<file path="src/rtl/tlb_pkg.sv">
package tlb_pkg;
  parameter int VA_W   = 32;
  parameter int OFS_W  = 12;
  parameter int PA_W   = 32;
  localparam int VPN_W = VA_W - OFS_W;
  localparam int PPN_W = PA_W - OFS_W;

  typedef struct packed {
    logic             valid;
    logic [VPN_W-1:0] vpn;
    logic [PPN_W-1:0] ppn;
    logic             wr_ok;
    logic             kern_only;
  } tlb_ent_t;
endpackage

</file>
<file path="src/rtl/tlb_entry_array.sv">
module tlb_entry_array
  import tlb_pkg::*;
#(
  parameter int N_ENT = 8,
  localparam int IDX_W = $clog2(N_ENT)
) (
  input  logic             clk,
  input  logic             rst_n,
  input  logic             flush,
  input  logic             wr_en,
  input  logic [IDX_W-1:0] wr_idx,
  input  tlb_ent_t         wr_ent,
  input  logic [VPN_W-1:0] look_vpn,
  input  logic [VPN_W-1:0] fill_vpn,
  output logic [N_ENT-1:0] valid_vec,
  output logic [N_ENT-1:0] fill_match_vec,
  output logic             look_match,
  output logic [PPN_W-1:0] look_ppn,
  output logic             look_wr_ok,
  output logic             look_kern_only
);
  tlb_ent_t            ents [N_ENT];
  logic [N_ENT-1:0]    look_match_vec;

  for (genvar i = 0; i < N_ENT; i++) begin : g_ent
    always_ff @(posedge clk or negedge rst_n) begin
      if (!rst_n) begin
        ents[i] <= '0;
      end else if (flush) begin
        ents[i].valid <= 1'b0;
      end else if (wr_en && (wr_idx == IDX_W'(i))) begin
        ents[i] <= wr_ent;
      end
    end
    assign valid_vec[i]      = ents[i].valid;
    assign look_match_vec[i] = ents[i].valid && (ents[i].vpn == look_vpn);
    assign fill_match_vec[i] = ents[i].valid && (ents[i].vpn == fill_vpn);
  end

  always_comb begin
    look_ppn       = '0;
    look_wr_ok     = 1'b0;
    look_kern_only = 1'b0;
    for (int i = 0; i < N_ENT; i++) begin
      if (look_match_vec[i]) begin
        look_ppn       = look_ppn | ents[i].ppn;
        look_wr_ok     = look_wr_ok | ents[i].wr_ok;
        look_kern_only = look_kern_only | ents[i].kern_only;
      end
    end
  end
  assign look_match = |look_match_vec;
endmodule

</file>
<file path="src/rtl/tlb_victim_sel.sv">
module tlb_victim_sel #(
  parameter int N_ENT = 8,
  localparam int IDX_W = $clog2(N_ENT)
) (
  input  logic             clk,
  input  logic             rst_n,
  input  logic             flush,
  input  logic             fill_en,
  input  logic [N_ENT-1:0] valid_vec,
  input  logic [N_ENT-1:0] fill_match_vec,
  output logic [IDX_W-1:0] victim_idx
);
  logic [IDX_W-1:0] rr_ptr;
  logic [IDX_W-1:0] match_idx, free_idx;
  logic             any_match, any_free;

  always_comb begin
    match_idx = '0;
    free_idx  = '0;
    any_match = |fill_match_vec;
    any_free  = ~&valid_vec;
    for (int i = N_ENT - 1; i >= 0; i--) begin
      if (fill_match_vec[i]) match_idx = IDX_W'(i);
      if (!valid_vec[i])     free_idx  = IDX_W'(i);
    end
    if (any_match)     victim_idx = match_idx;
    else if (any_free) victim_idx = free_idx;
    else               victim_idx = rr_ptr;
  end

  always_ff @(posedge clk or negedge rst_n) begin
    if (!rst_n) begin
      rr_ptr <= '0;
    end else if (flush) begin
      rr_ptr <= '0;
    end else if (fill_en && !any_match && !any_free) begin
      rr_ptr <= (rr_ptr == IDX_W'(N_ENT - 1)) ? '0 : rr_ptr + 1'b1;
    end
  end
endmodule

</file>
<file path="src/rtl/tlb_resp_reg.sv">
module tlb_resp_reg #(
  parameter int PA_W = 32
) (
  input  logic            clk,
  input  logic            rst_n,
  input  logic            load,
  input  logic            rsp_ready,
  input  logic [PA_W-1:0] in_paddr,
  input  logic            in_hit,
  input  logic            in_miss,
  input  logic            in_fault,
  output logic            rsp_valid,
  output logic [PA_W-1:0] rsp_paddr,
  output logic            rsp_hit,
  output logic            rsp_miss,
  output logic            rsp_fault
);
  always_ff @(posedge clk or negedge rst_n) begin
    if (!rst_n) begin
      rsp_valid <= 1'b0;
      rsp_paddr <= '0;
      rsp_hit   <= 1'b0;
      rsp_miss  <= 1'b0;
      rsp_fault <= 1'b0;
    end else if (load) begin
      rsp_valid <= 1'b1;
      rsp_paddr <= in_paddr;
      rsp_hit   <= in_hit;
      rsp_miss  <= in_miss;
      rsp_fault <= in_fault;
    end else if (rsp_ready) begin
      rsp_valid <= 1'b0;
    end
  end
endmodule

</file>
<file path="src/rtl/tlb_xlate.sv">
module tlb_xlate
  import tlb_pkg::*;
#(
  parameter int N_ENT = 8
) (
  input  logic             clk,
  input  logic             rst_n,
  input  logic             req_valid,
  output logic             req_ready,
  input  logic [VA_W-1:0]  req_vaddr,
  input  logic             req_write,
  input  logic             req_user,
  output logic             rsp_valid,
  input  logic             rsp_ready,
  output logic [PA_W-1:0]  rsp_paddr,
  output logic             rsp_hit,
  output logic             rsp_miss,
  output logic             rsp_fault,
  input  logic             fill_en,
  input  logic [VPN_W-1:0] fill_vpn,
  input  logic [PPN_W-1:0] fill_ppn,
  input  logic             fill_wr_ok,
  input  logic             fill_kern_only,
  input  logic             flush
);
  localparam int IDX_W = $clog2(N_ENT);

  logic [N_ENT-1:0] valid_vec, fill_match_vec;
  logic [IDX_W-1:0] victim_idx;
  logic             tag_match, ent_wr_ok, ent_kern_only, perm_bad;
  logic [PPN_W-1:0] ent_ppn;
  logic             accept, c_hit;
  logic [PA_W-1:0]  c_paddr;
  tlb_ent_t         new_ent;

  assign new_ent = '{valid: 1'b1, vpn: fill_vpn, ppn: fill_ppn,
                     wr_ok: fill_wr_ok, kern_only: fill_kern_only};

  tlb_entry_array #(.N_ENT(N_ENT)) u_array (
    .clk(clk), .rst_n(rst_n), .flush(flush), .wr_en(fill_en),
    .wr_idx(victim_idx), .wr_ent(new_ent),
    .look_vpn(req_vaddr[VA_W-1:OFS_W]), .fill_vpn(fill_vpn),
    .valid_vec(valid_vec), .fill_match_vec(fill_match_vec),
    .look_match(tag_match), .look_ppn(ent_ppn),
    .look_wr_ok(ent_wr_ok), .look_kern_only(ent_kern_only)
  );

  tlb_victim_sel #(.N_ENT(N_ENT)) u_victim (
    .clk(clk), .rst_n(rst_n), .flush(flush), .fill_en(fill_en),
    .valid_vec(valid_vec), .fill_match_vec(fill_match_vec),
    .victim_idx(victim_idx)
  );

  assign perm_bad  = (req_write && !ent_wr_ok) || (req_user && ent_kern_only);
  assign c_hit     = tag_match && !perm_bad;
  assign c_paddr   = c_hit ? {ent_ppn, req_vaddr[OFS_W-1:0]} : '0;
  assign req_ready = !rsp_valid || rsp_ready;
  assign accept    = req_valid && req_ready;

  tlb_resp_reg #(.PA_W(PA_W)) u_resp (
    .clk(clk), .rst_n(rst_n), .load(accept), .rsp_ready(rsp_ready),
    .in_paddr(c_paddr), .in_hit(c_hit), .in_miss(!tag_match),
    .in_fault(tag_match && perm_bad),
    .rsp_valid(rsp_valid), .rsp_paddr(rsp_paddr), .rsp_hit(rsp_hit),
    .rsp_miss(rsp_miss), .rsp_fault(rsp_fault)
  );
endmodule

</file>
<file path="config.mk">
export PLATFORM = sky130hd
export DESIGN_NAME = tlb_xlate
export DESIGN_NICKNAME = d
export VERILOG_FILES = /design/src/rtl/tlb_pkg.sv /design/src/rtl/tlb_entry_array.sv /design/src/rtl/tlb_victim_sel.sv /design/src/rtl/tlb_resp_reg.sv /design/src/rtl/tlb_xlate.sv
export SDC_FILE = /design/constraint.sdc
export NUM_CORES = 1
export LEC_CHECK = 0
export ABC_CLOCK_PERIOD_IN_PS = 4000
export BUFFER_PORTS_ARGS = -buffer_cell sky130_fd_sc_hd__buf_2
export CORE_UTILIZATION = 55
export CTS_BUF_LIST = sky130_fd_sc_hd__clkbuf_2 sky130_fd_sc_hd__clkbuf_4 sky130_fd_sc_hd__clkbuf_8
export CTS_CLUSTER_SIZE = 20
export DETAILED_ROUTE_END_ITERATION = 8
export HOLD_SLACK_MARGIN = 0.15
export PLACE_DENSITY = 0.73
export RECOVER_POWER = 25
export SYNTH_ARGS = -nofsm -noshare
export SYNTH_HDL_FRONTEND = slang
export SYNTH_SLANG_ARGS = --single-unit
</file>
<file path="constraint.sdc">
create_clock -name clk -period 4 [get_ports clk]
set_input_delay 0 -clock clk [delete_from_list [all_inputs] [get_ports clk]]
set_output_delay 0 -clock clk [all_outputs]
set_load 0.005 [all_outputs]
</file>
# Word-level counts from Yosys, hierarchy flattened
# Cells that the tools add are included.
# Widths: inputs -> output; s select.
[classes] addsub=1 n_eq_ne=24 muxes=64 bitwise_logic=22 reduce_logical=60
[op_table] operator="$mux 43" n=8
[op_table] operator="$eq 20x20->1" n=16
[op_table] operator="$mux 20" n=8
[op_table] operator="$or 20x20->20" n=7
[op_table] operator="$mux 3" n=21
[op_table] operator="$mux 32" n=1
[op_table] operator="$logic_and 1x1->1" n=31
[op_table] operator="$mux 1" n=26
[op_table] operator="$reduce_bool 2->1" n=10
[op_table] operator="$reduce_and 2->1" n=8
[op_table] operator="$reduce_or 8->1" n=2
[op_table] operator="$eq 3x3->1 const B" n=5
[op_table] operator="$or 1x1->1" n=14
[op_table] operator="$reduce_and 8->1" n=1
[op_table] operator="$eq 3x2->1 const B" n=2
[op_table] operator="$logic_not 1->1" n=5
[op_table] operator="$add 3x1->3 const B" n=1
[op_table] operator="$eq 3x1->1 const B" n=1
[op_table] operator="$logic_not 3->1" n=1
[op_table] operator="$logic_or 1x1->1" n=2
[op_table] operator="$not 1->1" n=1
[totals] regBits=383 in_bits=82 word_cells=217

# Depth between registers and ports, before layout
[depth] ltp_word=23 depth_mapped=12 depth_no_buf=8

# Hierarchy
# Synthesis repeated with hierarchy kept, for this count alone.
[unflattened] hier_cells=1857 area_unflattened_um2=21550.7
[modules_own_cells] module="tlb_entry_array" n_inst=1 cells_per_inst=1652 area_each_um2=19104.6 seq_area_each_um2=8608.3
[modules_own_cells] module="tlb_resp_reg" n_inst=1 cells_per_inst=77 area_each_um2=1486.4 seq_area_each_um2=900.9
[modules_own_cells] module="tlb_xlate" n_inst=1 cells_per_inst=84 area_each_um2=626.9 seq_area_each_um2=0.0
[modules_own_cells] module="tlb_victim_sel" n_inst=1 cells_per_inst=44 area_each_um2=332.8 seq_area_each_um2=75.1

# Worst setup path before layout
# No wires, ideal clock.
[synth_timing] path_kind="register to register" startpoint="register u_array.ents[287] (netlist bit)" endpoint="register u_array.ents[215] (netlist bit)" t_arrival_ns=2.854 setup_slack_ns=1.021 stages_incl_launch_ff=11 path_buffers=2 synth_period_minus_slack_ns=2.979 cell_sequence="dfrtp_1 xor2_1 nor4_1 nand4_1 or4_4 and4_4 and3_4 buf_6 nor4_4 buf_6 mux2_4"
[synth_via] elab_chain_len=8 elab_cells_between_ends=9 cone_classes="eq/ne (2); mux (3); reduce/logical (4)"
[synth_lines] item="from (decl)" line_no="tlb_entry_array.sv:22" source="tlb_ent_t ents [N_ENT];"
[synth_lines] item="from (signal, indexed assignment)" line_no="tlb_entry_array.sv:32" source="ents[i] <= wr_ent;"
[synth_lines] item="$eq 20x20->1 (*)" line_no="tlb_entry_array.sv:37" source="assign fill_match_vec[i] = ents[i].valid && (ents[i].vpn == fill_vpn);"
[synth_lines] item="$logic_and 1x1->1 (*)" line_no="tlb_entry_array.sv:37"
[synth_lines] item="$mux 3 (2 in series)" line_no="tlb_victim_sel.sv:23" source="if (fill_match_vec[i]) match_idx = IDX_W'(i);"
[synth_lines] item="$mux 3 (*)" line_no="tlb_victim_sel.sv:26" source="if (any_match) victim_idx = match_idx;"
[synth_lines] item="$eq 3x2->1 (*)" line_no="tlb_entry_array.sv:31" source="end else if (wr_en && (wr_idx == IDX_W'(i))) begin"
[synth_lines] item="$logic_and 1x1->1 (*)" line_no="tlb_entry_array.sv:31"
[synth_lines] item="$reduce_and 2->1 (no source line) (*)"
# Every way passes the cells marked *; elsewhere a longest branch is shown, timed or not.
# A chain may end at the register's enable or synchronous reset.

# Worst setup path after layout
[layout_timing] startpoint="register u_array.ents[250] (netlist bit)" endpoint="register u_resp.rsp_paddr[2]"
[layout_via] elab_chain_len=19 elab_cells_between_ends=32 cone_classes="eq/ne (1); mux (13); bitwise (10); reduce/logical (8)"
[layout_lines] item="$eq 20x20->1 (*)" line_no="tlb_entry_array.sv:36" source="assign look_match_vec[i] = ents[i].valid && (ents[i].vpn == look_vpn);"
[layout_lines] item="$logic_and 1x1->1 (*)" line_no="tlb_entry_array.sv:36"
[layout_lines] item="$mux 1" line_no="tlb_entry_array.sv:45" source="if (look_match_vec[i]) begin"
[layout_lines] item="$or 1x1->1" line_no="tlb_entry_array.sv:47" source="look_wr_ok = look_wr_ok | ents[i].wr_ok;"
[layout_lines] item="$mux 1" line_no="tlb_entry_array.sv:45"
[layout_lines] item="$or 1x1->1" line_no="tlb_entry_array.sv:47"
[layout_lines] item="$mux 1" line_no="tlb_entry_array.sv:45"
[layout_lines] item="$or 1x1->1" line_no="tlb_entry_array.sv:47"
[layout_lines] item="[... 3 more ...]"
[layout_lines] item="$or 1x1->1" line_no="tlb_entry_array.sv:47"
[layout_lines] item="$mux 1" line_no="tlb_entry_array.sv:45"
[layout_lines] item="$logic_not 1->1" line_no="tlb_xlate.sv:54" source="assign perm_bad = (req_write && !ent_wr_ok) || (req_user && ent_kern_only);"
[layout_lines] item="$logic_and 1x1->1" line_no="tlb_xlate.sv:54"
[layout_lines] item="$logic_or 1x1->1" line_no="tlb_xlate.sv:54"
[layout_lines] item="$logic_not 1->1" line_no="tlb_xlate.sv:55" source="assign c_hit = tag_match && !perm_bad;"
[layout_lines] item="$logic_and 1x1->1 (*)" line_no="tlb_xlate.sv:55"
[layout_lines] item="$mux 32 (*)" line_no="tlb_xlate.sv:56" source="assign c_paddr = c_hit ? {ent_ppn, req_vaddr[OFS_W-1:0]} : '0;"
[layout_lines] item="to (signal assigned)" line_no="tlb_resp_reg.sv:27" source="rsp_paddr <= in_paddr;"
[layout_lines] item="to (decl)" line_no="tlb_resp_reg.sv:13" source="output logic [PA_W-1:0] rsp_paddr,"
# Marked as above.

==> results.txt <==
----------------------------------------------------
[Routing]
  Routed wirelength normalized by instance count ... around 25 um
  Residual DRC count ... 0
  Detailed-route via count ... 14440
  Antenna-violating nets left ... 0
  Total length of routed wires ... between 50000 and 60000 um
  Count of TritonRoute iterations in the first routing pass ... 5
  Starting DRT DRC Count ... 1299
  Vias per std cell ... a little over 6

[Synth]
  Cell types occupying the most area after synthesis ... sky130_fd_sc_hd__dfrtp_1 48%, sky130_fd_sc_hd__mux2_2 15%, sky130_fd_sc_hd__xnor2_1 9.0%, sky130_fd_sc_hd__xor2_1 5.0%, sky130_fd_sc_hd__mux2_4 3.8%
  Sequential fraction of the synthesis area ... between 40% and 50%
  Synthesized flop and latch total ... between 300 and 400
  Synth cell types ... slightly below 60
  Number of warnings issued by yosys ... 0
  Synthesized netlist net count ... around 1700
  Share of synthesized flip-flops with an asynchronous set or reset ... 100.0%
  Fraction of post-synthesis cell area in the top cell type by area ... 48.29%
  Number of instances in the synthesized netlist ... roughly 1600
  Primary FF master, synth ... sky130_fd_sc_hd__dfrtp_1
  Netlist area before placement ... 0.01985 mm^2
  Number of enable flip-flop cells after synthesis ... 0
  Cell accounting for the most synthesized area ... sky130_fd_sc_hd__dfrtp_1
  Avg Inst Size Synth ... approximately 12 um^2

[Job]
  Maxcap violations ... 4

[Timing]
  RSZ-0062 raised after global routing ... false
  Final setup viols ... 0
  Largest clock skew in the final design ... 0.03316 ns
  Headroom to the max-slew limit ... -71.78%
  Final worst-path cycle share ... roughly 87%
  Maximum clock rate ... roughly 290 MHz
  Total count of max-transition violations in the final report ... 211
  Fin crit period ... 3.495 ns
  Post-Route Setup TNS ... 0 ns
  Endpoints failing hold ... 0
  Min setup slack post-route ... 0.5049 ns
  Transition time at the pin with the least slew margin ... ~2.6 ns

[Placement]
  Port Buffers ... around 120
  Post-detail-place hpwl ... 35970 um
  Post-placement worst setup slack ... 0.6318 ns
  Final weighted congestion of routability-driven global placement ... between 0.9 and 1

[Worst setup path]
  Critical Path Source Type ... flip-flop
  Startpoint-to-endpoint class of the critical path ... flip-flop to flip-flop
  Arrival time reported for the critical path endpoint ... between 4 and 5 ns
  Maximum fanout encountered on the critical timing path ... 30
  Depth of the worst register-to-register path ... 11
  Endpoint type of the worst setup path ... flip-flop
  Startpoint of the most critical register-to-register path ... u_array.ents[250]
  Startpoint of the worst setup timing path ... u_array.ents[250]
  Capture instance of the worst register-to-register path ... u_resp.rsp_paddr[2]
  Setup slack of the most critical reg-to-reg path ... roughly 0.50 ns
  Required time of the critical path ... 4.51 ns

[Clocking]
  Total CTS buffers ... 67
  Clock Pin Slew Worst Setup and Hold Paths ... 0.06 ns
  Clock Sink Count ... 383
  Number of resized instances in the post-cts repair step ... 0
  CTS HTree Levels ... 3
  Longest Clk Path Bufs ... 3
  Clock insertion delay at the later pin of the skew report ... about 0.64 ns
  Clock tree from TritonCTS ... built
  Post-CTS setup repair buffer count ... 0
  Root Buffer ... sky130_fd_sc_hd__clkbuf_8

[Floorplan]
  Die width ... ~190 um
  Starting density of the core ... approximately 56%
  Standard-cell rows ... 69
  Die ar. ... 0.03685 mm^2
  Core Box Area ... 0.03557 mm^2
  Vert. Die Dim ... 192.0 um
  Count of pins on the block boundary ... 119

[Finish]
  Layout Nets ... ~1900
  Layout cell share with drive strength beyond 1 ... 33.94%
  Relative area change from synthesis to final layout ... 16.86%
  Antenna fix cells ... 0

[Status]
  Violations in the final reports ... capacitance limit, slew limit
  Run status ... complete, but fails checks

[GRT]
  Grt ovf ... 0
  Initial antenna violation count ... 1
  Number of global-route vias before repair ... between 10000 and 15000
  Maximum number of pins on one net before global-route repair ... 110
  First-pass GRT wire length ... about 90000 um
  GRT Util Overall ... 32.64%

[Pwr]
  IR drop worst, VDD ... 0.0003138 V
  Overall power consumption ... a little over 10 mW
  Reported leakage power ... 10.51 nW
  Power per unit of standard cell area ... 437.9 mW/mm^2

[Min path]
  Type of the most critical hold path ... input pin to flip-flop
  HP Start ... req_vaddr[5]
  Cell count of the worst hold path ... 4
  Endpoint of the worst hold-timing path ... u_resp.rsp_paddr[5]

----------------------------------------------------
## report_power, final
group	leakage, nW	internal (mW)	switching [mW]	total (mW)
combinational	4.61	0.851	0.762	1.61
clock	0.771	2.18	1.67	3.85
sequential	5.13	4.31	0.380	4.69
## cell usage in the layout, fill, tap and decap left out, types with 3 or more instances in the layout
cell / n
sky130_fd_sc_hd__and3_1: 6
sky130_fd_sc_hd__buf_12: 4
sky130_fd_sc_hd__and4_1: 6
sky130_fd_sc_hd__nor4_1: 45
sky130_fd_sc_hd__nand2_1: 59
sky130_fd_sc_hd__a22o_1: 24
sky130_fd_sc_hd__nand4_1: 69
sky130_fd_sc_hd__buf_4: 36
sky130_fd_sc_hd__nor4b_1: 3
sky130_fd_sc_hd__clkbuf_8: 87
sky130_fd_sc_hd__clkbuf_4: 23
sky130_fd_sc_hd__nand4b_1: 3
sky130_fd_sc_hd__a31o_2: 20
sky130_fd_sc_hd__xnor2_1: 204
sky130_fd_sc_hd__inv_1: 8
sky130_fd_sc_hd__dlygate4sd3_1: 83
sky130_fd_sc_hd__mux2_1: 23
sky130_fd_sc_hd__nor2_1: 18
sky130_fd_sc_hd__and2_1: 6
sky130_fd_sc_hd__o21ai_0: 40
sky130_fd_sc_hd__clkinv_2: 3
sky130_fd_sc_hd__mux2_2: 263
sky130_fd_sc_hd__a221oi_1: 20
sky130_fd_sc_hd__mux2_4: 50
sky130_fd_sc_hd__nand3_1: 32
sky130_fd_sc_hd__dfrtp_1: 383
sky130_fd_sc_hd__a22oi_1: 41
sky130_fd_sc_hd__nor3_1: 6
sky130_fd_sc_hd__mux2i_1: 3
sky130_fd_sc_hd__a21o_1: 5
sky130_fd_sc_hd__nand2b_1: 5
sky130_fd_sc_hd__xor2_1: 114
sky130_fd_sc_hd__buf_2: 117
## per-layer routing
metal  wire length, um  share of wire, %  global-route usage [%]
met5                 0                 0                       0
met4              1987               3.4                   13.36
met3              4922               8.4                   7.254
met2             26580                46                   50.28
met1             24790                43                   44.63
## what timing repair did
item	CTS	global route
endpoints found under the hold margin	671	0
endpoints found under the setup margin	0	0
hold buffers	84	0
## how the worst max path moves through the flow
stage / endpoint / depth (start not counted)
after floorplan: u_array.ents[215] / 10
after global placement: u_array.ents[342] / 9
after detailed placement: u_array.ents[304] / 10
after CTS: u_resp.rsp_paddr[11] / 11
after global routing: u_array.ents[315] / 4
final: u_resp.rsp_paddr[2] / 11
## Yosys cell counts (24+ instances only)
master / n
sky130_fd_sc_hd__nand2_1: 59
sky130_fd_sc_hd__a22oi_1: 41
sky130_fd_sc_hd__xor2_1: 114
sky130_fd_sc_hd__o21ai_0: 40
sky130_fd_sc_hd__dfrtp_1: 383
sky130_fd_sc_hd__xnor2_1: 204
sky130_fd_sc_hd__buf_2: 47
sky130_fd_sc_hd__mux2_4: 50
sky130_fd_sc_hd__a22o_1: 24
sky130_fd_sc_hd__mux2_2: 263
sky130_fd_sc_hd__nand4_1: 69
sky130_fd_sc_hd__nor4_1: 47
sky130_fd_sc_hd__clkbuf_1: 55
sky130_fd_sc_hd__nand3_1: 32
## state kept, by name, indices dropped and copies added, names as in the netlist
name               cells
u_array.ents         336
u_resp.rsp_paddr      32
u_array.valid_vec      8
u_victim.rr_ptr        3
u_resp.rsp_fault       1
u_resp.rsp_hit         1
u_resp.rsp_miss        1
u_resp.rsp_valid       1
## worst max-delay path: stages, from the launching register on
cell,delay [ns]
sky130_fd_sc_hd__dfrtp_1,0.41
sky130_fd_sc_hd__xor2_1,0.16
sky130_fd_sc_hd__nor4_1,0.47
sky130_fd_sc_hd__nand3_1,0.17
sky130_fd_sc_hd__nor4_2,0.16
sky130_fd_sc_hd__buf_4,0.37
sky130_fd_sc_hd__a22o_1,0.23
sky130_fd_sc_hd__o31ai_1,0.11
sky130_fd_sc_hd__o21ai_2,0.17
sky130_fd_sc_hd__buf_4,0.38
sky130_fd_sc_hd__o21ai_0,0.15
sky130_fd_sc_hd__dlygate4sd3_1,0.58
## through the flow
step | std cells | utilization, % | hold WS [ns] | cell area, um^2
detailed placement | 2114 | 58.83 | 0.1453 | 20930
global route | 2317 | 65.21 | 0.2216 | 23190
finish | 2317 | 65.21 | 0.1976 | 23190
floorplan | 1610 | - | -0.2956 | 19850
CTS | 2317 | 65.32 | 0.1557 | 23230
global placement | 2114 | 58.83 | 0.1334 | 20930
## cells by family after synthesis
group / Yosys count / synth area share [%]
DFF: 383 / 48.29
muxes: 339 / 20.16
xor gates and xnor gates: 318 / 14.03
and+or+nand+nor: 269 / 7.678
AOI/OAI and AO/OA: 172 / 6.625
buffers and inverters: 127 / 3.095
adders and majority gates: 2 / 0.1261
## area by class of cell
cell class / instances / area [um^2]
Fill cell: 2711 / 12370
Multi-Input combinational cell: 1100 / 9717
Sequential cell: 383 / 9584
Timing Repair Buffer: 246 / 1838
Clock buffer: 110 / 1370
Tap cell: 461 / 576.8
Clock inverter: 9 / 78.83
Inverter: 8 / 30.03
Note: power is estimated with default switching activity, not from simulation.
